--- src/rtl/edge_event_unit.sv ---
`timescale 1ns/1ps
module edge_event_unit #(
  parameter int NUM_UNITS   = 2,
  parameter int CH_PER_UNIT = 4,
  parameter int NUM_IN      = 16
) (
  input  logic                                   clk,
  input  logic                                   rst_n,
  input  logic [NUM_IN-1:0]                      gpio_i,
  input  logic                                   wr_en,
  input  logic [$clog2(NUM_UNITS*CH_PER_UNIT):0] wr_addr,
  input  logic [$clog2(NUM_IN)+3:0]              wr_data,
  input  logic [$clog2(NUM_UNITS*CH_PER_UNIT)-1:0] rd_line,
  output logic [$clog2(NUM_IN)+3:0]              rd_data,
  output logic [NUM_UNITS*CH_PER_UNIT-1:0]       flag_o,
  output logic [NUM_UNITS*CH_PER_UNIT-1:0]       sr_o
);
  localparam int NUM_LINES = NUM_UNITS * CH_PER_UNIT;
  localparam int LINE_W    = $clog2(NUM_LINES);
  localparam int SEL_W     = $clog2(NUM_IN);
  localparam int MODE_LSB  = SEL_W;
  localparam int PE_BIT    = SEL_W + 2;
  localparam int FLAG_BIT  = SEL_W + 3;
  localparam logic [1:0] M_RISE = 2'b01;
  localparam logic [1:0] M_FALL = 2'b10;
  localparam logic [1:0] M_BOTH = 2'b11;

  logic [NUM_IN-1:0] sync_a, sync_b;
  logic [NUM_LINES-1:0][SEL_W-1:0] sel_v;
  logic [NUM_LINES-1:0][1:0]       mode_v;
  logic [NUM_LINES-1:0] pe_v, flag_v, prev_v, cur_v;
  logic [NUM_LINES-1:0] rise_v, fall_v, hit_v, flag_nx;
  logic [NUM_LINES-1:0] cfg_wr_v, flag_wr_v;
  logic [SEL_W-1:0]     new_sel;

  assign new_sel = wr_data[SEL_W-1:0];
  assign rise_v  = cur_v & ~prev_v;
  assign fall_v  = ~cur_v & prev_v;

  always_comb begin
    for (int l = 0; l < NUM_LINES; l++) begin
      cfg_wr_v[l]  = wr_en && !wr_addr[LINE_W] && (wr_addr[LINE_W-1:0] == LINE_W'(l));
      flag_wr_v[l] = wr_en &&  wr_addr[LINE_W] && (wr_addr[LINE_W-1:0] == LINE_W'(l));
      cur_v[l]     = sync_b[sel_v[l]];
      case (mode_v[l])
        M_RISE: begin
          hit_v[l]   = rise_v[l];
          flag_nx[l] = rise_v[l] | (flag_v[l] & ~fall_v[l]);
        end
        M_FALL: begin
          hit_v[l]   = fall_v[l];
          flag_nx[l] = fall_v[l] | (flag_v[l] & ~rise_v[l]);
        end
        M_BOTH: begin
          hit_v[l]   = rise_v[l] | fall_v[l];
          flag_nx[l] = flag_v[l] ^ (rise_v[l] | fall_v[l]);
        end
        default: begin
          hit_v[l]   = 1'b0;
          flag_nx[l] = flag_v[l];
        end
      endcase
    end
  end

  always_ff @(posedge clk or negedge rst_n) begin
    if (!rst_n) begin
      sync_a <= '0;
      sync_b <= '0;
      sel_v  <= '0;
      pe_v   <= '0;
      flag_v <= '0;
      prev_v <= '0;
      sr_o   <= '0;
      for (int l = 0; l < NUM_LINES; l++) mode_v[l] <= M_RISE;
    end else begin
      sync_a <= gpio_i;
      sync_b <= sync_a;
      for (int l = 0; l < NUM_LINES; l++) begin
        if (cfg_wr_v[l]) begin
          sel_v[l]  <= new_sel;
          mode_v[l] <= wr_data[MODE_LSB +: 2];
          pe_v[l]   <= wr_data[PE_BIT];
          prev_v[l] <= sync_b[new_sel];
          sr_o[l]   <= 1'b0;
        end else begin
          prev_v[l] <= cur_v[l];
          sr_o[l]   <= pe_v[l] & hit_v[l];
          flag_v[l] <= flag_wr_v[l] ? wr_data[FLAG_BIT] : flag_nx[l];
        end
      end
    end
  end

  assign flag_o  = flag_v;
  assign rd_data = {flag_v[rd_line], pe_v[rd_line], mode_v[rd_line], sel_v[rd_line]};
endmodule

--- config.mk ---
export PLATFORM = sky130hd
export DESIGN_NAME = edge_event_unit
export DESIGN_NICKNAME = d
export VERILOG_FILES = /design/src/rtl/edge_event_unit.sv
export SDC_FILE = /design/constraint.sdc
export NUM_CORES = 1
export LEC_CHECK = 0
export ABC_AREA = 1
export BUFFER_PORTS_ARGS = -buffer_cell sky130_fd_sc_hd__buf_2
export CORE_MARGIN = 2
export CORE_UTILIZATION = 55
export CTS_BUF_LIST = sky130_fd_sc_hd__clkbuf_2 sky130_fd_sc_hd__clkbuf_4 sky130_fd_sc_hd__clkbuf_8
export CTS_CLUSTER_SIZE = 16
export DETAILED_ROUTE_END_ITERATION = 10
export PLACE_DENSITY_LB_ADDON = 0.15
export SYNTH_ARGS = -nofsm -noshare
export SYNTH_HDL_FRONTEND = slang
export SYNTH_SLANG_ARGS = --single-unit
--- constraint.sdc ---
create_clock -name clk -period 2 [get_ports clk]
set_input_delay 0.3 -clock clk [delete_from_list [all_inputs] [get_ports clk]]
set_output_delay 0.3 -clock clk [all_outputs]
set_load 0.02 [all_outputs]
Word-level counts from Yosys, hierarchy flattened
Index checks and enable logic that the tools add are counted.

Bits in registers: 112.

Eq/ne operators: 31. Muxes and demuxes: 66. Reduce and logical (&&, ||, !) cells: 36. Order comparisons: 10. Bitwise logic cells: 84.

Operators with widths (number): $pmux W1 S3 (16); $lt A4 B5 Y1 const B (9); $bmux W1 S4 (9); $mux W1 (35); $eq A2 B2 Y1 const B (16); $reduce_bool A4 Y1 (8); $and A1 B1 Y1 (24); $not A1 Y1 (24); $or A1 B1 Y1 (24); $logic_and A1 B1 Y1 (18); $and A8 B8 Y8 (2); $eq A2 B1 Y1 const B (8); $not A8 Y8 (2); $reduce_and A2 Y1 (8); $bmux W4 S3 (1); $eq A3 B3 Y1 const B (4); $xor A1 B1 Y1 (8); $bmux W1 S3 (2); $bmux W2 S3 (1); $eq A3 B2 Y1 const B (2); $lt A3 B4 Y1 const B (1); $mux W4 (1); $eq A3 B1 Y1 const B (1); $logic_not A3 Y1 (1); other kinds (2) (2).

Depth between registers and ports, before layout
Gate-level depths: netlist (run 1).

Word-level depth: 9. Gate-level depth with buffers: 15.

Least setup slack after synthesis (run 1)
Ideal clock, no wire load.

Path type: register -> register. From: reg sel_v[28] (netlist name). To: reg flag_v[7] (netlist: flag_o[7]). Path slack: -0.127 ns. Period minus slack after synthesis: 2.127 ns. Required time: 1.881 ns. Stages on the path, launching flop included: 15. Data arrival time: 2.008 ns. Cells stage by stage: dfrtp_1 > buf_4 > clkinv_1 > nand2_1 > nand3_1 > nand3_1 > nand3_1 > nand2_1 > inv_1 > fa_1 > nand3_1 > o21ai_0 > o21ai_0 > o21ai_0 > o21a_1.

Longest elaborated chain between the ends: 9. Elaborated cells between the ends (all ways): 15. Those cells by class: mux (4); bitwise (11).

Ends and longest elaborated chain: start: declaration (RTL line 29) `logic [NUM_LINES-1:0][SEL_W-1:0] sel_v;`; start signal: indexed assignment (RTL line 81) `sel_v[l] <= new_sel;`; $bmux W1 S4 * (RTL line 44) `cur_v[l] = sync_b[sel_v[l]];`; $mux W1 (not written as such) * (RTL line 44); $not A8 Y8 (RTL line 38) `assign fall_v = ~cur_v & prev_v;`; $and A8 B8 Y8 (RTL line 38); $not A1 Y1 (RTL line 48) `flag_nx[l] = rise_v[l] | (flag_v[l] & ~fall_v[l]);`; $and A1 B1 Y1 (RTL line 48); $or A1 B1 Y1 (RTL line 48); $pmux W1 S3 * (RTL line 45) `case (mode_v[l])`; $mux W1 * (RTL line 89) `flag_v[l] <= flag_wr_v[l] ? wr_data[FLAG_BIT] : flag_nx[l];`; end signal: indexed assignment (RTL line 89); end: declaration (RTL line 31) `logic [NUM_LINES-1:0] pe_v, flag_v, prev_v, cur_v;`.

Every way passes the cells marked *; elsewhere a longest branch is shown, timed or not. The select of a mux whose other input is x is not followed. A chain may end at the register's enable or synchronous reset.

Worst setup path in the final report (run 1)
Same ends and word-level chain as after synthesis.

==> impl_metrics.tcl, run 1 <==
set metrics [dict create \
    ant_nets 0 \
    start_util_pct 55.83 \
    gp_congestion 0.9485 \
    cp_slowest_stage_delay_ns 0.47 \
    drc 0 \
    chipHeight_um 116.5 \
    fillers 848 \
    ir_worst_vdd_uv 778.2 \
    vias 7455 \
    num_antenna_cells 0 \
    cp_max_fo 5 \
    slew_headroom_pct 62.14 \
    slowest_stage "dfrtp_2" \
    critPathKind "flop to flop" \
    synth_area_um2 6959 \
    hpwl_um 14050 \
    rsz0062_at_grt "true" \
    synth_seq_area_share_pct 40.42 \
    hold_class "input pin to flop" \
    power.leakage_nw 4.564 \
    cp_common_cell "o21ai_1" \
    drtPass1Iterations 6 \
    first_global_vias 6547 \
    pwr-share-clk_pct 14.3 \
    cp-end-kind "flop" \
    hold_viol 0 \
    period_share_pct 110.1 \
    async_flop_share_pct 100.0 \
    grt_pass1_wl_um 32900 \
    required_ns 2.33 \
    vias_per_cell 5.833 \
    die-area_um2 13570 \
    wl_um 22710 \
    violations "negative setup slack" \
    h-tree-depth 3 \
    worstMarginPinSlew_ns 0.5673 \
    power_density_nw_per_um2 1018 \
    syn_nets 995 \
    clockRootBuffer "clkbuf_8" \
    initialDrtViolationCount 968 \
    core_um2 12470 \
    grt_max_degree 42 \
    cts_made_buffers 9 \
    clk_pin_slew_worst_paths_ns 0.12 \
    synth-edff-count 0 \
    clkLatencyLatePin_ns 0.43 \
    postSynthAreaPerCell_um2 7.491 \
    ys_types 34 \
    clockBufferDepth 2 \
    finClkSkew_ns 0.01737 \
    worst-path-buf-inv 2 \
    cp_cell_sequence "buf_6 -> nand2_1 -> nand3_1 -> nand3_2 -> nand3_2 -> nand2_2 -> inv_2 -> fa_1 -> nand3_1 -> o21ai_1 -> o21ai_1 -> o21ai_1 -> o21a_1" \
    period_minus_slack_ns 2.202 \
    num_rows 41 \
    cap_violations 0 \
    syn2layout_area_growth_pct 38.08 \
    dp.cells 1212 \
    antenna_found_initial 0 \
    setup_viol 13 \
    portBuffers 57 \
    setup_slack_ns -0.2019 \
    cts_tree "yes" \
    comb_power_share_pct 52.5 \
    crit_family "simple AND/OR/NAND/NOR gates" \
    routedWlPerCell_um 17.77 \
    report.final.slew_viol_count 0 \
    p_switching_mw 4.302 \
    ys_seq_elements 112 \
    holdWs_ns 0.1785 \
    grt-ovfl-total 0 \
    register_area_um2 2821 \
    power_frac_seq_pct 33.2 \
    fin_tns_setup_ns -1.629 \
    max_freq_mhz 454.2 \
    internal-power_mw 5.480 \
    layout-drive-gt1-share_pct 42.50 \
    clock_sinks 112 \
    fin_nets 1167 \
    status "finished with violations" \
    die_x_um 116.5 \
    swShare_pct 43.98 \
    grt_use_total_pct 31.59 \
    stdcell_count 1278 \
    crit_path_start_kind "flop" \
    io_pins 58 \
    yosysWarnings 0 \
    crit_arrival_ns 2.53 \
    multi_input_area_um2 4347 \
    syn-instance-count 929 \
    ys.flop_type "dfrtp_1" \
]
==> synthesized netlist by cell type, drive strengths merged, types with 8 or more instances <==
cell type	number	share of area (%)
dfrtp	104	37
clkbuf	11	0.74
dfstp	8	3.0
buf	23	2.4
fa	16	4.6
inv	89	4.8
nand2	271	15
nand3	148	11
a21oi	36	2.6
o21ai	110	8.7
a31oi	16	1.4
clkinv	21	1.1
ha	16	2.9
nor2	37	2.3
==> placed cells by master, fill, tap and decap left out, types with 7 or more instances in the layout <==
| master | Yosys | final |
|---|---|---|
| nand3_2 | 0 | 97 |
| ha_1 | 16 | 12 |
| nand2_1 | 267 | 209 |
| inv_2 | 5 | 25 |
| clkinv_2 | 0 | 17 |
| nand3_1 | 148 | 51 |
| dfrtp_2 | 0 | 7 |
| buf_4 | 10 | 84 |
| fa_1 | 16 | 10 |
| clkbuf_8 | 1 | 9 |
| a21oi_2 | 0 | 11 |
| a31oi_1 | 16 | 15 |
| dfstp_2 | 8 | 8 |
| buf_6 | 4 | 34 |
| dlygate4sd3_1 | 0 | 17 |
| nor2_1 | 33 | 31 |
| buf_2 | 9 | 51 |
| dfrtp_1 | 104 | 97 |
| o21ai_1 | 1 | 32 |
| o21ai_2 | 14 | 17 |
| inv_1 | 84 | 63 |
| a21oi_1 | 36 | 23 |
| o21ai_0 | 95 | 61 |
| nand2_2 | 3 | 57 |
==> power by group through the flow <==
stage	logic (mW)	registers (mW)	clock network, mW
2_1_floorplan	2.33	3.22	0
3_3_place_gp	3.62	3.21	0
3_5_place_dp	3.67	3.21	0
4_1_cts	4.31	3.19	1.41
5_1_grt	5.61	3.29	1.51
6_report	5.14	3.25	1.40
==> worst paths after layout <==
kind                            startpoint         end  slack, ns  cells after the start
worst max register to register   sel_v[28]   flag_o[7]      -0.20                     13
worst min-delay path            wr_data[4]   mode_v[8]       0.18                      3
worst max-delay path             sel_v[28]   flag_o[7]      -0.20                     13
max in group asynchronous            rst_n   mode_v[6]       0.98                      3
min in group asynchronous            rst_n   sync_b[1]       0.36                      2
worst min register to register  sync_a[11]  sync_b[11]       0.36                      0
==> cell type report <==
type / instances / share of cell area (%)
multi-input cells: 673 / 45.23
flip-flops and latches: 112 / 29.36
repair buffers: 193 / 16.33
inverters: 110 / 4.687
well taps: 172 / 2.240
clock buffers: 9 / 1.289
clock inverters: 7 / 0.7552
repair inverters: 2 / 0.1042
==> repair_timing <==
item | 4_1_cts | 5_1_grt
hold endpoints to repair | 45 | 0
resized for setup | 175 | 151
hold buffers | 17 | 0
pin swaps | 86 | 83
setup buffers | 21 | 10
endpoints found under the setup margin | 13 | 23
cloned | 2 | 2
==> stage by stage <==
stage | setup WS [ns] | power [mW] | instance area [um^2] | utilization [%]
after floorplan | -0.04587 | 5.550 | 6973 | -
after global placement | -0.1939 | 6.823 | 7968 | 63.92
after detailed placement | -0.2372 | 6.877 | 7968 | 63.92
after CTS | -0.1048 | 8.900 | 8967 | 71.94
after global routing | -0.2803 | 10.41 | 9609 | 77.09
final | -0.2019 | 9.782 | 9609 | 77.09
==> routing by layer <==
layer  vias to the layer above  GRT usage [%]  share of wire, %
met5                         -              0                 0
met4                         0          9.206               2.7
met3                        84          7.421                10
li1                       3386              -                 -
met2                       458          49.15                47
met1                      3527          44.41                40
==> worst register-to-register path: stages, from the launching register on <==
cell,delay [ns]
dfrtp_2,0.47
buf_6,0.15
nand2_1,0.08
nand3_1,0.10
nand3_2,0.09
nand3_2,0.06
nand2_2,0.08
inv_2,0.05
fa_1,0.44
nand3_1,0.10
o21ai_1,0.09
o21ai_1,0.13
o21ai_1,0.08
o21a_1,0.20
==> registers in the layout, summed over array words and instances, names as in the netlist <==
register,flops
sel_v,32
sync_b,16
flag_o,8
pe_v,8
mode_v,16
prev_v,8
sync_a,16
sr_o,8
==> cell families (layout without fill, tap and decap cells) <==
kind of cell / Yosys count / in the layout / synth area share (%)
adders and majority gates: 32 / 32 / 7.479
buffers and inverters: 144 / 321 / 9.043
DFF: 112 / 112 / 40.42
AOI/OAI and AO/OA: 172 / 172 / 13.77
and+or+nand+nor: 469 / 469 / 29.29
No activity file was read; power rests on OpenSTA's default activity.
==> run 2: changes to the inputs <==
--- a/config.mk
+++ b/config.mk
@@ -5,7 +5,6 @@
 export SDC_FILE = /design/constraint.sdc
 export NUM_CORES = 1
 export LEC_CHECK = 0
-export ABC_AREA = 1
 export BUFFER_PORTS_ARGS = -buffer_cell sky130_fd_sc_hd__buf_2
 export CORE_MARGIN = 2
 export CORE_UTILIZATION = 55
==> run 2 against run 1 <==
Effect of this change:
- the run still ends with negative setup slack left
- global-route usage shrank 2.5 points
- sequential share of layout area is 3.3 points higher
- power decreased by 5.0%
- clock skew up 0.00064 ns
- combinational power fell by 11%
- worst setup slack worse by 0.46 ns
- synthesized cell count shrank 32%
- flip-flop and latch count did not move
- worst hold slack worse by 0.00091 ns
- fmax decreased by 17%
- wire length down 19%
==> impl_metrics.tcl, run 2 <==
set metrics [dict create \
    routedWlPerCell_um 19.72 \
    largest_reg_flops 32 \
    swShare_pct 38.69 \
    clockBufferDepth 2 \
    drc 0 \
    final_util_pct 72.69 \
    vias_per_cell 6.029 \
    layout-drive-gt1-share_pct 41.76 \
    slew_headroom_pct 59.67 \
    power_density_nw_per_um2 1065 \
    synth_common_cells "nand2_1 (144), dfrtp_1 (104), nor2_1 (47)" \
    synth_seq_area_share_pct 41.53 \
    comb_power_share_pct 49.2 \
    antenna_found_initial 0 \
    period_minus_slack_ns 2.666 \
    cp_cell_sequence "buf_6 -> mux4_2 -> mux2_4 -> nor2_4 -> a21o_1 -> fa_1 -> inv_1 -> mux2i_1 -> a22oi_1 -> o21ai_1 -> a22o_1" \
    fin_nets 844 \
    clockRootBuffer "clkbuf_8" \
    hold_class "input pin to flop" \
    finClkSkew_ns 0.01801 \
    crit_arrival_ns 2.97 \
    r2r_cells 11 \
    grt_pass1_wl_um 28840 \
    max_freq_mhz 375.1 \
    crit_path_start_kind "flop" \
    critPathKind "flop to flop" \
    first_global_vias 5591 \
    ys.flop_type "dfrtp_1" \
    grt-ovfl-total 0 \
    ant_nets 0 \
    violations "negative setup slack" \
    die-area_um2 13220 \
    final_cell_mix "nand2_1 (140), buf_4 (76), dfrtp_1 (72)" \
    stdcell_count 930 \
    internal-power_mw 5.700 \
    postSynthAreaPerCell_um2 10.73 \
    final_common_cell "nand2_1" \
    ir_worst_vdd_uv 682.8 \
    synth-edff-count 0 \
    cp_max_fo 4 \
    worst-path-buf-inv 2 \
    required_ns 2.31 \
    async_flop_share_pct 100.0 \
    synth_top_area_share_pct 38.43 \
    cp_slowest_stage_delay_ns 0.44 \
    power.leakage_nw 3.978 \
    hold_viol 0 \
    vias 5607 \
    ys_seq_elements 112 \
    path_depth 11 \
    syn2layout_area_growth_pct 28.91 \
    clk_pin_slew_worst_paths_ns 0.12 \
    chipHeight_um 115.0 \
    cts_made_buffers 9 \
    pre_cts_ws_ns -0.7077 \
    synth_top_family_by_area "multiplexers" \
    setup_slack_ns -0.6661 \
    synth_xor_area_share_pct 0 \
    dp.cells 855 \
    yosys.area_share.simple_pct 14.28 \
    ys_types 44 \
    fin_tns_setup_ns -8.559 \
    synthMuxAreaShare_pct 23.79 \
    power_mw 9.296 \
    yosysWarnings 0 \
    wl_um 18340 \
    rsz0062_at_grt "true" \
    clock_sinks 112 \
    core_um2 12010 \
    portBuffers 57 \
    clkLatencyLatePin_ns 0.42 \
    worstMarginPinSlew_ns 0.6050 \
    netlist_top_cells_area "dfrtp_1 (38%), mux4_2 (14%), nand2_1 (8.0%)" \
    synth_area_um2 6773 \
    regMostFlops "sel_v" \
    syn-instance-count 631 \
    yosysMostFrequentCell "nand2_1" \
    setup_viol 23 \
    die_x_um 115.0 \
    initialDrtViolationCount 462 \
    report.final.slew_viol_count 0 \
    slowest_stage "mux4_2" \
    yosys.area.top_type "dfrtp_1" \
    period_share_pct 133.3 \
    h-tree-depth 3 \
    power_frac_seq_pct 35.4 \
    num_antenna_cells 0 \
    gp_congestion 0.9675 \
    status "finished with violations" \
    io_pins 58 \
    p_switching_mw 3.596 \
    cts_tree "yes" \
    drtPass1Iterations 5 \
    hpwl_um 12680 \
    syn_nets 697 \
    pwr-share-clk_pct 15.4 \
    cp-end-kind "flop" \
    start_util_pct 56.39 \
    synth-adder-area-share_pct 7.685 \
    num_rows 40 \
    holdPathStages 3 \
    grt_use_total_pct 29.08 \
    grt_max_degree 113 \
    crit_family "multiplexers" \
    cap_violations 0 \
    synth_compound_area_share_pct 8.166 \
]
[run 2: cell count changes in the layout (fill, tap and decap cells not counted), moves of 25 or more]
cell and change:
mux2i_1 +26, nand2_2 -53, nand2_1 -69, inv_1 -35
dfrtp_1 -25, mux4_2 +46, nand3_1 -46, dfrtp_2 +25
o21ai_0 -44, nand3_2 -97
[run 2: worst paths after layout]
kind                            start         end  slack, ns
min in group asynchronous       rst_n     sr_o[5]       0.48
max reg2reg                 sync_b[4]   flag_o[4]      -0.67
max                         sync_b[4]   flag_o[4]      -0.67
min reg2reg                sync_a[14]  sync_b[14]       0.36
min                        wr_data[4]  mode_v[12]       0.18
max in group asynchronous       rst_n   sync_b[7]       1.02
[run 2: worst reg2reg max path, cell delays in order, from the launching register on]
cell,delay [ns]
dfrtp_1,0.43
buf_6,0.14
mux4_2,0.44
mux2_4,0.30
nor2_4,0.07
a21o_1,0.17
fa_1,0.43
inv_1,0.06
mux2i_1,0.06
a22oi_1,0.20
o21ai_1,0.08
a22o_1,0.18
[run 2: power by group through the flow]
stage | logic, mW | registers (mW) | clock network (mW)
floorplan | 2.38 | 3.24 | 0
global placement | 3.30 | 3.34 | 0
detailed placement | 3.46 | 3.37 | 0
CTS | 4.05 | 3.26 | 1.47
global route | 5.01 | 3.34 | 1.56
finish | 4.57 | 3.29 | 1.44
[run 2: kinds of logic after synthesis]
logic type	count (synthesis)
AOI/OAI and AO/OA	86
adders and majority gates	32
and+or+nand+nor	230
muxes	98
buffers and inverters	73
DFF	112
[run 2: layout make-up]
| class | count | area, um^2 |
|---|---|---|
| fill | 819 | 3281 |
| tap | 147 | 183.9 |
| clock buffer | 9 | 123.9 |
| sequential | 112 | 2853 |
| multi-input combinational | 446 | 3963 |
| timing repair buffer | 172 | 1365 |
| inverter | 37 | 146.4 |
| clock inverter | 7 | 96.34 |
[run 2: routing by layer]
layer  routed length (um)  global-route usage, %
met1                 7304                  37.04
met3                 1274                  7.802
met5                    0                      0
met4                  557                  10.52
met2                 9205                  48.31
[run 2: what timing repair did]
| action | 4_1_cts | 5_1_grt |
|---|---|---|
| gates resized for setup | 82 | 50 |
| setup buffers | 31 | 19 |
| hold endpoints to repair | 106 | 0 |
| hold buffers | 17 | 0 |
| setup endpoints to repair | 24 | 24 |
| pin swaps | 10 | 31 |
[run 2: stage by stage]
step	hold slack, ns	area, um^2
3_5_place_dp	0.3355	7580
2_1_floorplan	0.004409	6825
6_report	0.1776	8731
3_3_place_gp	0.3325	7580
5_1_grt	0.1718	8731
4_1_cts	0.1623	8399
